### config.mk
export PLATFORM = sky130hd
export DESIGN_NAME = stride_pf_top
export DESIGN_NICKNAME = d
export VERILOG_FILES = /design/src/rtl/spf_pkg.sv /design/src/rtl/spf_table.sv /design/src/rtl/spf_issue.sv /design/src/rtl/spf_queue.sv /design/src/rtl/stride_pf_top.sv
export SDC_FILE = /design/constraint.sdc
export NUM_CORES = 2
export LEC_CHECK = 0
export BUFFER_PORTS_ARGS = -buffer_cell sky130_fd_sc_hd__buf_2
export CAP_MARGIN = 15
export CELL_PAD_IN_SITES_DETAIL_PLACEMENT = 1
export CELL_PAD_IN_SITES_GLOBAL_PLACEMENT = 1
export CORE_ASPECT_RATIO = 1.4
export CORE_UTILIZATION = 41
export CTS_CLUSTER_SIZE = 28
export DETAILED_ROUTE_END_ITERATION = 7
export GPL_TIMING_DRIVEN = 0
export PLACE_DENSITY_LB_ADDON = 0.1
export SLEW_MARGIN = 20
export SYNTH_ARGS = -nofsm -noshare
export SYNTH_HDL_FRONTEND = slang
export SYNTH_HIERARCHICAL = 1
export SYNTH_SLANG_ARGS = --single-unit
export TNS_END_PERCENT = 50
### constraint.sdc
create_clock -name clk -period 19.5 [get_ports clk]
set_input_delay 3.9 -clock clk [delete_from_list [all_inputs] [get_ports clk]]
set_output_delay 3.9 -clock clk [all_outputs]
set_load 0.02 [all_outputs]
### src/rtl/spf_pkg.sv
// Package for the stride prefetch engine.
// Holds the confidence counter type and its saturating update helpers.
// Assumes the confidence width stays small (a few bits).
package spf_pkg;
    localparam int CONF_W    = 2;
    localparam int CONF_TRIG = 2;

    typedef logic [CONF_W-1:0] conf_t;

    localparam conf_t CONF_MAX = '1;

    // Saturating increment of a confidence value.
    function automatic conf_t conf_up(conf_t c);
        return (c == CONF_MAX) ? c : c + conf_t'(1);
    endfunction

    // Saturating decrement of a confidence value.
    function automatic conf_t conf_down(conf_t c);
        return (c == conf_t'(0)) ? c : c - conf_t'(1);
    endfunction
endpackage

### src/rtl/spf_table.sv
// Direct-mapped training table keyed by load PC.
// Each entry keeps a tag, the last address, the stride and a confidence value.
// It updates on every valid observation and flags a trigger, combinationally
// in the same cycle, when the updated entry is confident with a nonzero stride.
// Assumes PC bits [IDX_W+1:2] form the index. All other PC bits form the tag.
module spf_table
    import spf_pkg::*;
#(
    parameter int PC_W    = 32,
    parameter int ADDR_W  = 32,
    parameter int ENTRIES = 16
) (
    input  logic              clk,
    input  logic              rst_n,
    input  logic              obs_valid,
    input  logic [PC_W-1:0]   obs_pc,
    input  logic [ADDR_W-1:0] obs_addr,
    output logic              trig,
    output logic [ADDR_W-1:0] trig_stride
);
    localparam int IDX_W = $clog2(ENTRIES);
    localparam int TAG_W = PC_W - IDX_W;

    logic              vld_q  [ENTRIES];
    logic [TAG_W-1:0]  tag_q  [ENTRIES];
    logic [ADDR_W-1:0] last_q [ENTRIES];
    logic [ADDR_W-1:0] str_q  [ENTRIES];
    conf_t             conf_q [ENTRIES];

    logic [IDX_W-1:0]  idx;
    logic [TAG_W-1:0]  tag;
    logic              hit;
    logic [ADDR_W-1:0] new_str;
    logic [ADDR_W-1:0] nxt_str;
    conf_t             nxt_conf;

    // Decode the lookup and compute the next stride and confidence.
    always_comb begin
        idx     = obs_pc[IDX_W+1:2];
        tag     = {obs_pc[PC_W-1:IDX_W+2], obs_pc[1:0]};
        hit     = vld_q[idx] && (tag_q[idx] == tag);
        new_str = obs_addr - last_q[idx];
        if (new_str == str_q[idx]) begin
            nxt_conf = conf_up(conf_q[idx]);
            nxt_str  = str_q[idx];
        end else if (conf_q[idx] == conf_t'(0)) begin
            nxt_conf = conf_t'(0);
            nxt_str  = new_str;
        end else begin
            nxt_conf = conf_down(conf_q[idx]);
            nxt_str  = str_q[idx];
        end
        trig        = obs_valid && hit && (nxt_conf >= conf_t'(CONF_TRIG))
                      && (nxt_str != '0);
        trig_stride = nxt_str;
    end

    // Allocate on a miss and train on a hit.
    always_ff @(posedge clk) begin
        if (!rst_n) begin
            for (int i = 0; i < ENTRIES; i++) begin
                vld_q[i]  <= 1'b0;
                tag_q[i]  <= '0;
                last_q[i] <= '0;
                str_q[i]  <= '0;
                conf_q[i] <= '0;
            end
        end else if (obs_valid) begin
            vld_q[idx]  <= 1'b1;
            tag_q[idx]  <= tag;
            last_q[idx] <= obs_addr;
            str_q[idx]  <= hit ? nxt_str : '0;
            conf_q[idx] <= hit ? nxt_conf : conf_t'(0);
        end
    end
endmodule

### src/rtl/spf_issue.sv
// Burst sequencer. On a trigger it loads the first target (address plus
// distance times stride) and then walks one stride per cycle for 'degree'
// cycles. Each candidate is rounded down to its block. A candidate is pushed
// unless it repeats the last pushed block or the queue is full, in which case
// it is dropped. A new trigger abandons the rest of an earlier burst.
module spf_issue #(
    parameter int ADDR_W  = 32,
    parameter int BLK_W   = 6,
    parameter int DIST_W  = 4,
    parameter int MAX_DEG = 4,
    parameter int DEG_W   = $clog2(MAX_DEG + 1)
) (
    input  logic              clk,
    input  logic              rst_n,
    input  logic              trig,
    input  logic [ADDR_W-1:0] base_addr,
    input  logic [ADDR_W-1:0] stride,
    input  logic [DIST_W-1:0] cfg_distance,
    input  logic [DEG_W-1:0]  cfg_degree,
    input  logic              q_full,
    output logic              push,
    output logic [ADDR_W-1:0] push_addr
);
    localparam logic [ADDR_W-1:0] BLK_MASK = ~((ADDR_W'(1) << BLK_W) - ADDR_W'(1));

    logic [ADDR_W-1:0] cur_q, str_q, last_blk_q;
    logic              last_vld_q;
    logic [DEG_W-1:0]  cnt_q;
    logic [DIST_W-1:0] dist_eff;
    logic [DEG_W-1:0]  deg_eff;
    logic [ADDR_W-1:0] first_tgt;
    logic [ADDR_W-1:0] cand;
    logic              dup;

    // Clamp the configuration and form the first target and the current candidate.
    always_comb begin
        dist_eff  = (cfg_distance == '0) ? DIST_W'(1) : cfg_distance;
        if (cfg_degree == '0)
            deg_eff = DEG_W'(1);
        else if (cfg_degree > DEG_W'(MAX_DEG))
            deg_eff = DEG_W'(MAX_DEG);
        else
            deg_eff = cfg_degree;
        first_tgt = base_addr + ({{(ADDR_W-DIST_W){1'b0}}, dist_eff} * stride);
        cand      = cur_q & BLK_MASK;
        dup       = last_vld_q && (cand == last_blk_q);
        push      = (cnt_q != '0) && !dup && !q_full;
        push_addr = cand;
    end

    // Step the burst and remember the most recently pushed block.
    always_ff @(posedge clk) begin
        if (!rst_n) begin
            cur_q      <= '0;
            str_q      <= '0;
            cnt_q      <= '0;
            last_blk_q <= '0;
            last_vld_q <= 1'b0;
        end else begin
            if (trig) begin
                cur_q <= first_tgt;
                str_q <= stride;
                cnt_q <= deg_eff;
            end else if (cnt_q != '0) begin
                cur_q <= cur_q + str_q;
                cnt_q <= cnt_q - DEG_W'(1);
            end
            if (push) begin
                last_blk_q <= cand;
                last_vld_q <= 1'b1;
            end
        end
    end
endmodule

### src/rtl/spf_queue.sv
// Small output FIFO with a valid/ready read side. A write arriving while the
// FIFO is full is discarded, even if a read happens in the same cycle.
// Assumes DEPTH is a power of two so that the pointers wrap naturally.
module spf_queue #(
    parameter int W     = 32,
    parameter int DEPTH = 4
) (
    input  logic                     clk,
    input  logic                     rst_n,
    input  logic                     wr_en,
    input  logic [W-1:0]             wr_data,
    output logic                     full,
    output logic [$clog2(DEPTH):0]   level,
    output logic                     rd_valid,
    input  logic                     rd_ready,
    output logic [W-1:0]             rd_data
);
    localparam int PTR_W = $clog2(DEPTH);

    logic [W-1:0]     mem [DEPTH];
    logic [PTR_W-1:0] wr_ptr, rd_ptr;
    logic [PTR_W:0]   cnt;
    logic             do_wr, do_rd;

    // Derive the handshake flags from the fill count.
    always_comb begin
        full     = (cnt == (PTR_W+1)'(DEPTH));
        level    = cnt;
        rd_valid = (cnt != '0);
        rd_data  = mem[rd_ptr];
        do_wr    = wr_en && !full;
        do_rd    = rd_valid && rd_ready;
    end

    // Advance the pointers and the count, and store written data.
    always_ff @(posedge clk) begin
        if (!rst_n) begin
            wr_ptr <= '0;
            rd_ptr <= '0;
            cnt    <= '0;
            for (int i = 0; i < DEPTH; i++) mem[i] <= '0;
        end else begin
            if (do_wr) begin
                mem[wr_ptr] <= wr_data;
                wr_ptr      <= wr_ptr + PTR_W'(1);
            end
            if (do_rd) rd_ptr <= rd_ptr + PTR_W'(1);
            cnt <= cnt + (PTR_W+1)'(do_wr) - (PTR_W+1)'(do_rd);
        end
    end
endmodule

### src/rtl/stride_pf_top.sv
// Top of the load-PC stride prefetch engine. It chains the training table,
// the burst sequencer and the output queue. Observations are accepted every
// cycle. Prefetch addresses leave through a valid/ready port.
module stride_pf_top #(
    parameter int PC_W    = 32,
    parameter int ADDR_W  = 32,
    parameter int ENTRIES = 16,
    parameter int BLK_W   = 6,
    parameter int DIST_W  = 4,
    parameter int MAX_DEG = 4,
    parameter int QDEPTH  = 4,
    parameter int DEG_W   = $clog2(MAX_DEG + 1)
) (
    input  logic              clk,
    input  logic              rst_n,
    input  logic              obs_valid,
    input  logic [PC_W-1:0]   obs_pc,
    input  logic [ADDR_W-1:0] obs_addr,
    input  logic [DIST_W-1:0] cfg_distance,
    input  logic [DEG_W-1:0]  cfg_degree,
    output logic              pf_valid,
    input  logic              pf_ready,
    output logic [ADDR_W-1:0] pf_addr
);
    logic                      tbl_trig;
    logic [ADDR_W-1:0]         tbl_stride;
    logic                      gen_push;
    logic [ADDR_W-1:0]         gen_addr;
    logic                      q_full;
    logic [$clog2(QDEPTH):0]   q_level;

    spf_table #(.PC_W(PC_W), .ADDR_W(ADDR_W), .ENTRIES(ENTRIES)) u_table (
        .clk(clk), .rst_n(rst_n), .obs_valid(obs_valid), .obs_pc(obs_pc),
        .obs_addr(obs_addr), .trig(tbl_trig), .trig_stride(tbl_stride)
    );

    spf_issue #(.ADDR_W(ADDR_W), .BLK_W(BLK_W), .DIST_W(DIST_W),
                .MAX_DEG(MAX_DEG), .DEG_W(DEG_W)) u_issue (
        .clk(clk), .rst_n(rst_n), .trig(tbl_trig), .base_addr(obs_addr),
        .stride(tbl_stride), .cfg_distance(cfg_distance), .cfg_degree(cfg_degree),
        .q_full(q_full), .push(gen_push), .push_addr(gen_addr)
    );

    spf_queue #(.W(ADDR_W), .DEPTH(QDEPTH)) u_queue (
        .clk(clk), .rst_n(rst_n), .wr_en(gen_push), .wr_data(gen_addr),
        .full(q_full), .level(q_level), .rd_valid(pf_valid),
        .rd_ready(pf_ready), .rd_data(pf_addr)
    );
endmodule

==> key figures <==
GRT
  – Initial antenna violation count: 21
  – GR Layer Usage met1: between 30 and 40%
  – First-pass GRT wire length: 496 mm
  – Global routing's busiest layer: met2
  – GRT Util Overall: between 30 and 40%
  – Vias in the first global route: 64553
  – Met2 usage: 56.7%
  – Largest net degree at the start of global routing: 37
  – Met3 Usage GRT: under 10%
  – Remaining Overflow, GRT: 0

Worst hold path
  – Hold Startpoint: u_table/vld_q[1]
  – Hold Crit Class: register to register
  – Worst Hold End: u_table/vld_q[1]
  – Hold Path Cell Cnt: 2

Floorplan
  – Die Y: 550 um
  – Die Area: 217000 um2
  – Num ports: 108
  – Initial Util: 41.2%
  – Core area: 214000 um2
  – Die span in x: 394 um
  – Num rows: 201

Clocking
  – CTS root buf: clkbuf_16
  – Bufs on Longest Clock Path: 4
  – Clock latency on the worst-skew pair: 0.89 ns
  – TritonCTS clock tree: yes
  – Htree depth: 4
  – Num CTS Buffers: 189
  – Worst-path clk slew: 0.07 ns
  – Sink Count: 1751

Timing
  – Setup Skew: 0.0871 ns
  – Tcrit/Tclk final: slightly below 100%
  – Worst slew pin tran: 1.34 ns
  – Relative slew slack: 11.0%
  – Max frequency: ~52 MHz
  – RSZ-0062 raised after global routing: false
  – Min Hold Slack: about 0.45 ns
  – Final hold vios: 0
  – # setup viols final: 0
  – Crit path time final: 19.39 ns
  – Slew Viols, Final: 0

Layout
  – Synth-to-Final Area Change: 13.2%
  – Layout cell share with drive strength beyond 1: 16.3%
  – Final core utilization: 46.7%
  – Fin nets: 7243
  – Fillers: 21772

Power and ir drop
  – Pleak: just under 40 nW
  – Switching pwr: 0.00432 W
  – Internal cell power: 0.00764 W
  – Share of power burned in combinational logic: around 34%
  – VDD IR max: between 0.08 and 0.09 mV
  – Reg power frac: 36.8%
  – Pwr/cell area: 120 nW/um2
  – Clk pwr share: 29.2%
  – Sw frac: a little over a third

Place
  – Post-DP HPWL: 253 mm
  – Gpl congestion: around 0.96
  – Port bufs: 96

Detailed routing
  – DRC: 0
  – Via count: 61400
  – First drt pass iteration count: 5
  – DR WL/cell: 36.1 um
  – Via density: 6.16
  – Post-Route WL: 359 mm
  – Detailed Route Iter0 Violations: 6196
  – Post-route antenna net violation count: 0

Critical path
  – Crit path kind: primary input to register
  – RR Endpoint: u_issue/cur_q[24]
  – FF-to-FF Start: u_table/last_q[2][0]
  – WP data required: 20.26 ns
  – Delay-heaviest family, CP: buffers and inverters
  – Delay of the slowest cell on the worst path: 1.01 ns
  – Arrival @ worst endpoint: ~20 ns
  – Worst reg-to-reg setup slack: 7.33 ns
  – Critical Path Source Type: primary input
  – Slowest cell on crit path: clkbuf_1
  – Largest fanout on the critical path: 10
  – Worst Setup End Kind: register
  – Worst reg-to-reg path cell count: 35
  – Cell mode on critical path: fa_1
  – Total buffers and inverters traversed by the critical path: 13

Synth
  – Sequential area share after synthesis: between 50% and 60%
  – Post-synth EDFFs: 1632
  – Mean Syn Cell Area: 13.3 um2
  – Primary FF master, synth: edfxtp_1
  – Synth warnings: 6
  – Synth cell types: 107
  – Cells after Synth: around 6600
  – Mapped Area: 88100 um2
  – FFs w/ async S/R, synth: 0%
  – Yosys reg bits: ~1800

Status
  – Status: finished, final reports clean

Run
  – Maxcap violations: 0
## worst max-delay path by stage
stage	start	endpoint	slack, ns	depth (start not counted)
floorplan	obs_pc[2]	u_issue/cur_q[30]	3.40	49
global placement	obs_pc[3]	u_issue/cur_q[29]	-3.58	48
detailed placement	obs_pc[3]	u_issue/cur_q[29]	-3.25	48
CTS	obs_pc[3]	u_issue/cur_q[24]	0.006	46
global route	obs_pc[2]	u_issue/cur_q[24]	0.02	49
finish	obs_pc[4]	u_issue/cur_q[24]	0.11	41
## metrics by stage
step	worst slack, ns	cells	area [um2]	total power [W]	TNS (ns)
5_1_grt	0.0153	9959	99700	0.0125	0
6_report	0.114	9965	99800	0.0120	0
2_1_floorplan	3.40	6630	88100	0.00703	0
3_5_place_dp	-3.25	9630	93800	0.00851	-62.42
3_3_place_gp	-3.58	9568	92200	0.00843	-70.31
4_1_cts	0.00642	9956	99700	0.0120	0
## sequential cells by signal (all words and copies together) (netlist names), 16 cells and up, named ones only
name,count
u_table/str_q,512
u_table/last_q,512
u_issue/str_q,32
u_issue/cur_q,32
u_queue/mem,128
u_table/vld_q,16
u_table/tag_q,448
u_issue/last_blk_q,26
u_table/conf_q,32
## routing by layer
layer  wire (um)  vias up
met3       24400      914
met5         108        -
met1      129000    32272
li1            -    25322
met4       27600       16
met2      178000     2876
## area by class of cell
type / instances / area (um2) / share of cell area (%)
Sequential cell: 1751 / 51400 / 51.5
Multi-Input combinational cell: 4022 / 33300 / 33.4
Clock buffer: 250 / 5030 / 5.05
Tap cell: 2842 / 3560 / 3.56
Buffer: 624 / 2880 / 2.89
Timing Repair Buffer: 161 / 1960 / 1.97
Inverter: 228 / 858 / 0.860
Clock inverter: 79 / 702 / 0.704
Antenna cell: 8 / 20.0 / 0.0201
## cell usage in the layout, fill, tap and decap left out, types with 190 or more instances in the layout
master     instances
edfxtp_1        1632
and3_1           692
nor2_1           608
and2_1           487
clkbuf_1         438
mux4_2           412
nand2_1          266
a21oi_1          260
inv_1            220
clkbuf_16        191
buf_2            190
## Yosys cell counts (7+ instances only)
| master | instances | area, um2 |
|---|---|---|
| nor2_1 | 610 | 2290 |
| a311oi_1 | 7 | 61.3 |
| a22o_1 | 8 | 70.1 |
| buf_1 | 36 | 135 |
| a211oi_1 | 45 | 338 |
| o31ai_1 | 11 | 82.6 |
| nand3_1 | 47 | 235 |
| o211ai_1 | 11 | 82.6 |
| a31oi_1 | 77 | 482 |
| nand2_1 | 283 | 1060 |
| nor3_1 | 36 | 180 |
| a211oi_2 | 13 | 163 |
| or4_1 | 7 | 52.6 |
| o21a_1 | 13 | 97.6 |
| xor2_1 | 45 | 394 |
| buf_4 | 48 | 360 |
| inv_1 | 220 | 826 |
| edfxtp_1 | 1632 | 49000 |
| o22ai_1 | 11 | 68.8 |
| mux2_2 | 8 | 90.1 |
| mux2i_1 | 172 | 1720 |
| nand4_1 | 24 | 150 |
| and2_1 | 487 | 3050 |
| a221oi_1 | 17 | 149 |
| and3_1 | 692 | 4330 |
| clkbuf_1 | 433 | 1630 |
| o21bai_1 | 8 | 60.1 |
| nor2b_1 | 24 | 150 |
| buf_6 | 20 | 225 |
| a22oi_1 | 71 | 533 |
| ha_1 | 102 | 1280 |
| mux4_2 | 412 | 9280 |
| or3_1 | 13 | 81.3 |
| a21oi_1 | 260 | 1300 |
| fa_1 | 89 | 1780 |
| or2_2 | 7 | 43.8 |
| o21ai_0 | 75 | 375 |
| a21o_1 | 31 | 233 |
| nand2b_1 | 21 | 131 |
| dfxtp_1 | 119 | 2380 |
| nor3_2 | 11 | 110 |
| buf_2 | 89 | 445 |
| xnor2_1 | 122 | 1070 |
| nor4_1 | 22 | 138 |
## power by group through the flow
stage	clock [W]	combinational, W	sequential, W
3_5_place_dp	0	0.00403	0.00448
3_3_place_gp	0	0.00392	0.00451
5_1_grt	0.00366	0.00439	0.00442
6_report	0.00349	0.00407	0.00440
2_1_floorplan	0	0.00257	0.00446
4_1_cts	0.00354	0.00407	0.00440
## tightest hold or removal path, stage by stage (launching register included)
cell	delay [ns]
dfxtp_1	0.31
nand2_1	0.05
nand2_1	0.04
## cell families after synthesis
family          count (synthesis)  synth area share (%)
fa+ha+maj                     191                  3.47
simple gates                 2313                  14.0
compound gates                746                  5.65
mux                           594                  12.6
xor+xnor                      172                  1.79
flops                        1751                  58.3
buf+inv                       857                  4.16
other cells                     1               0.00426
## timing repair
action / in CTS / in global routing
buffers inserted: 0 / 2
hold buffers: 0 / 0
pin swaps: 0 / 1
endpoints found under the setup margin: 28 / 10
gates resized for setup: 23 / 15
Power figures use the tool's default switching activity.
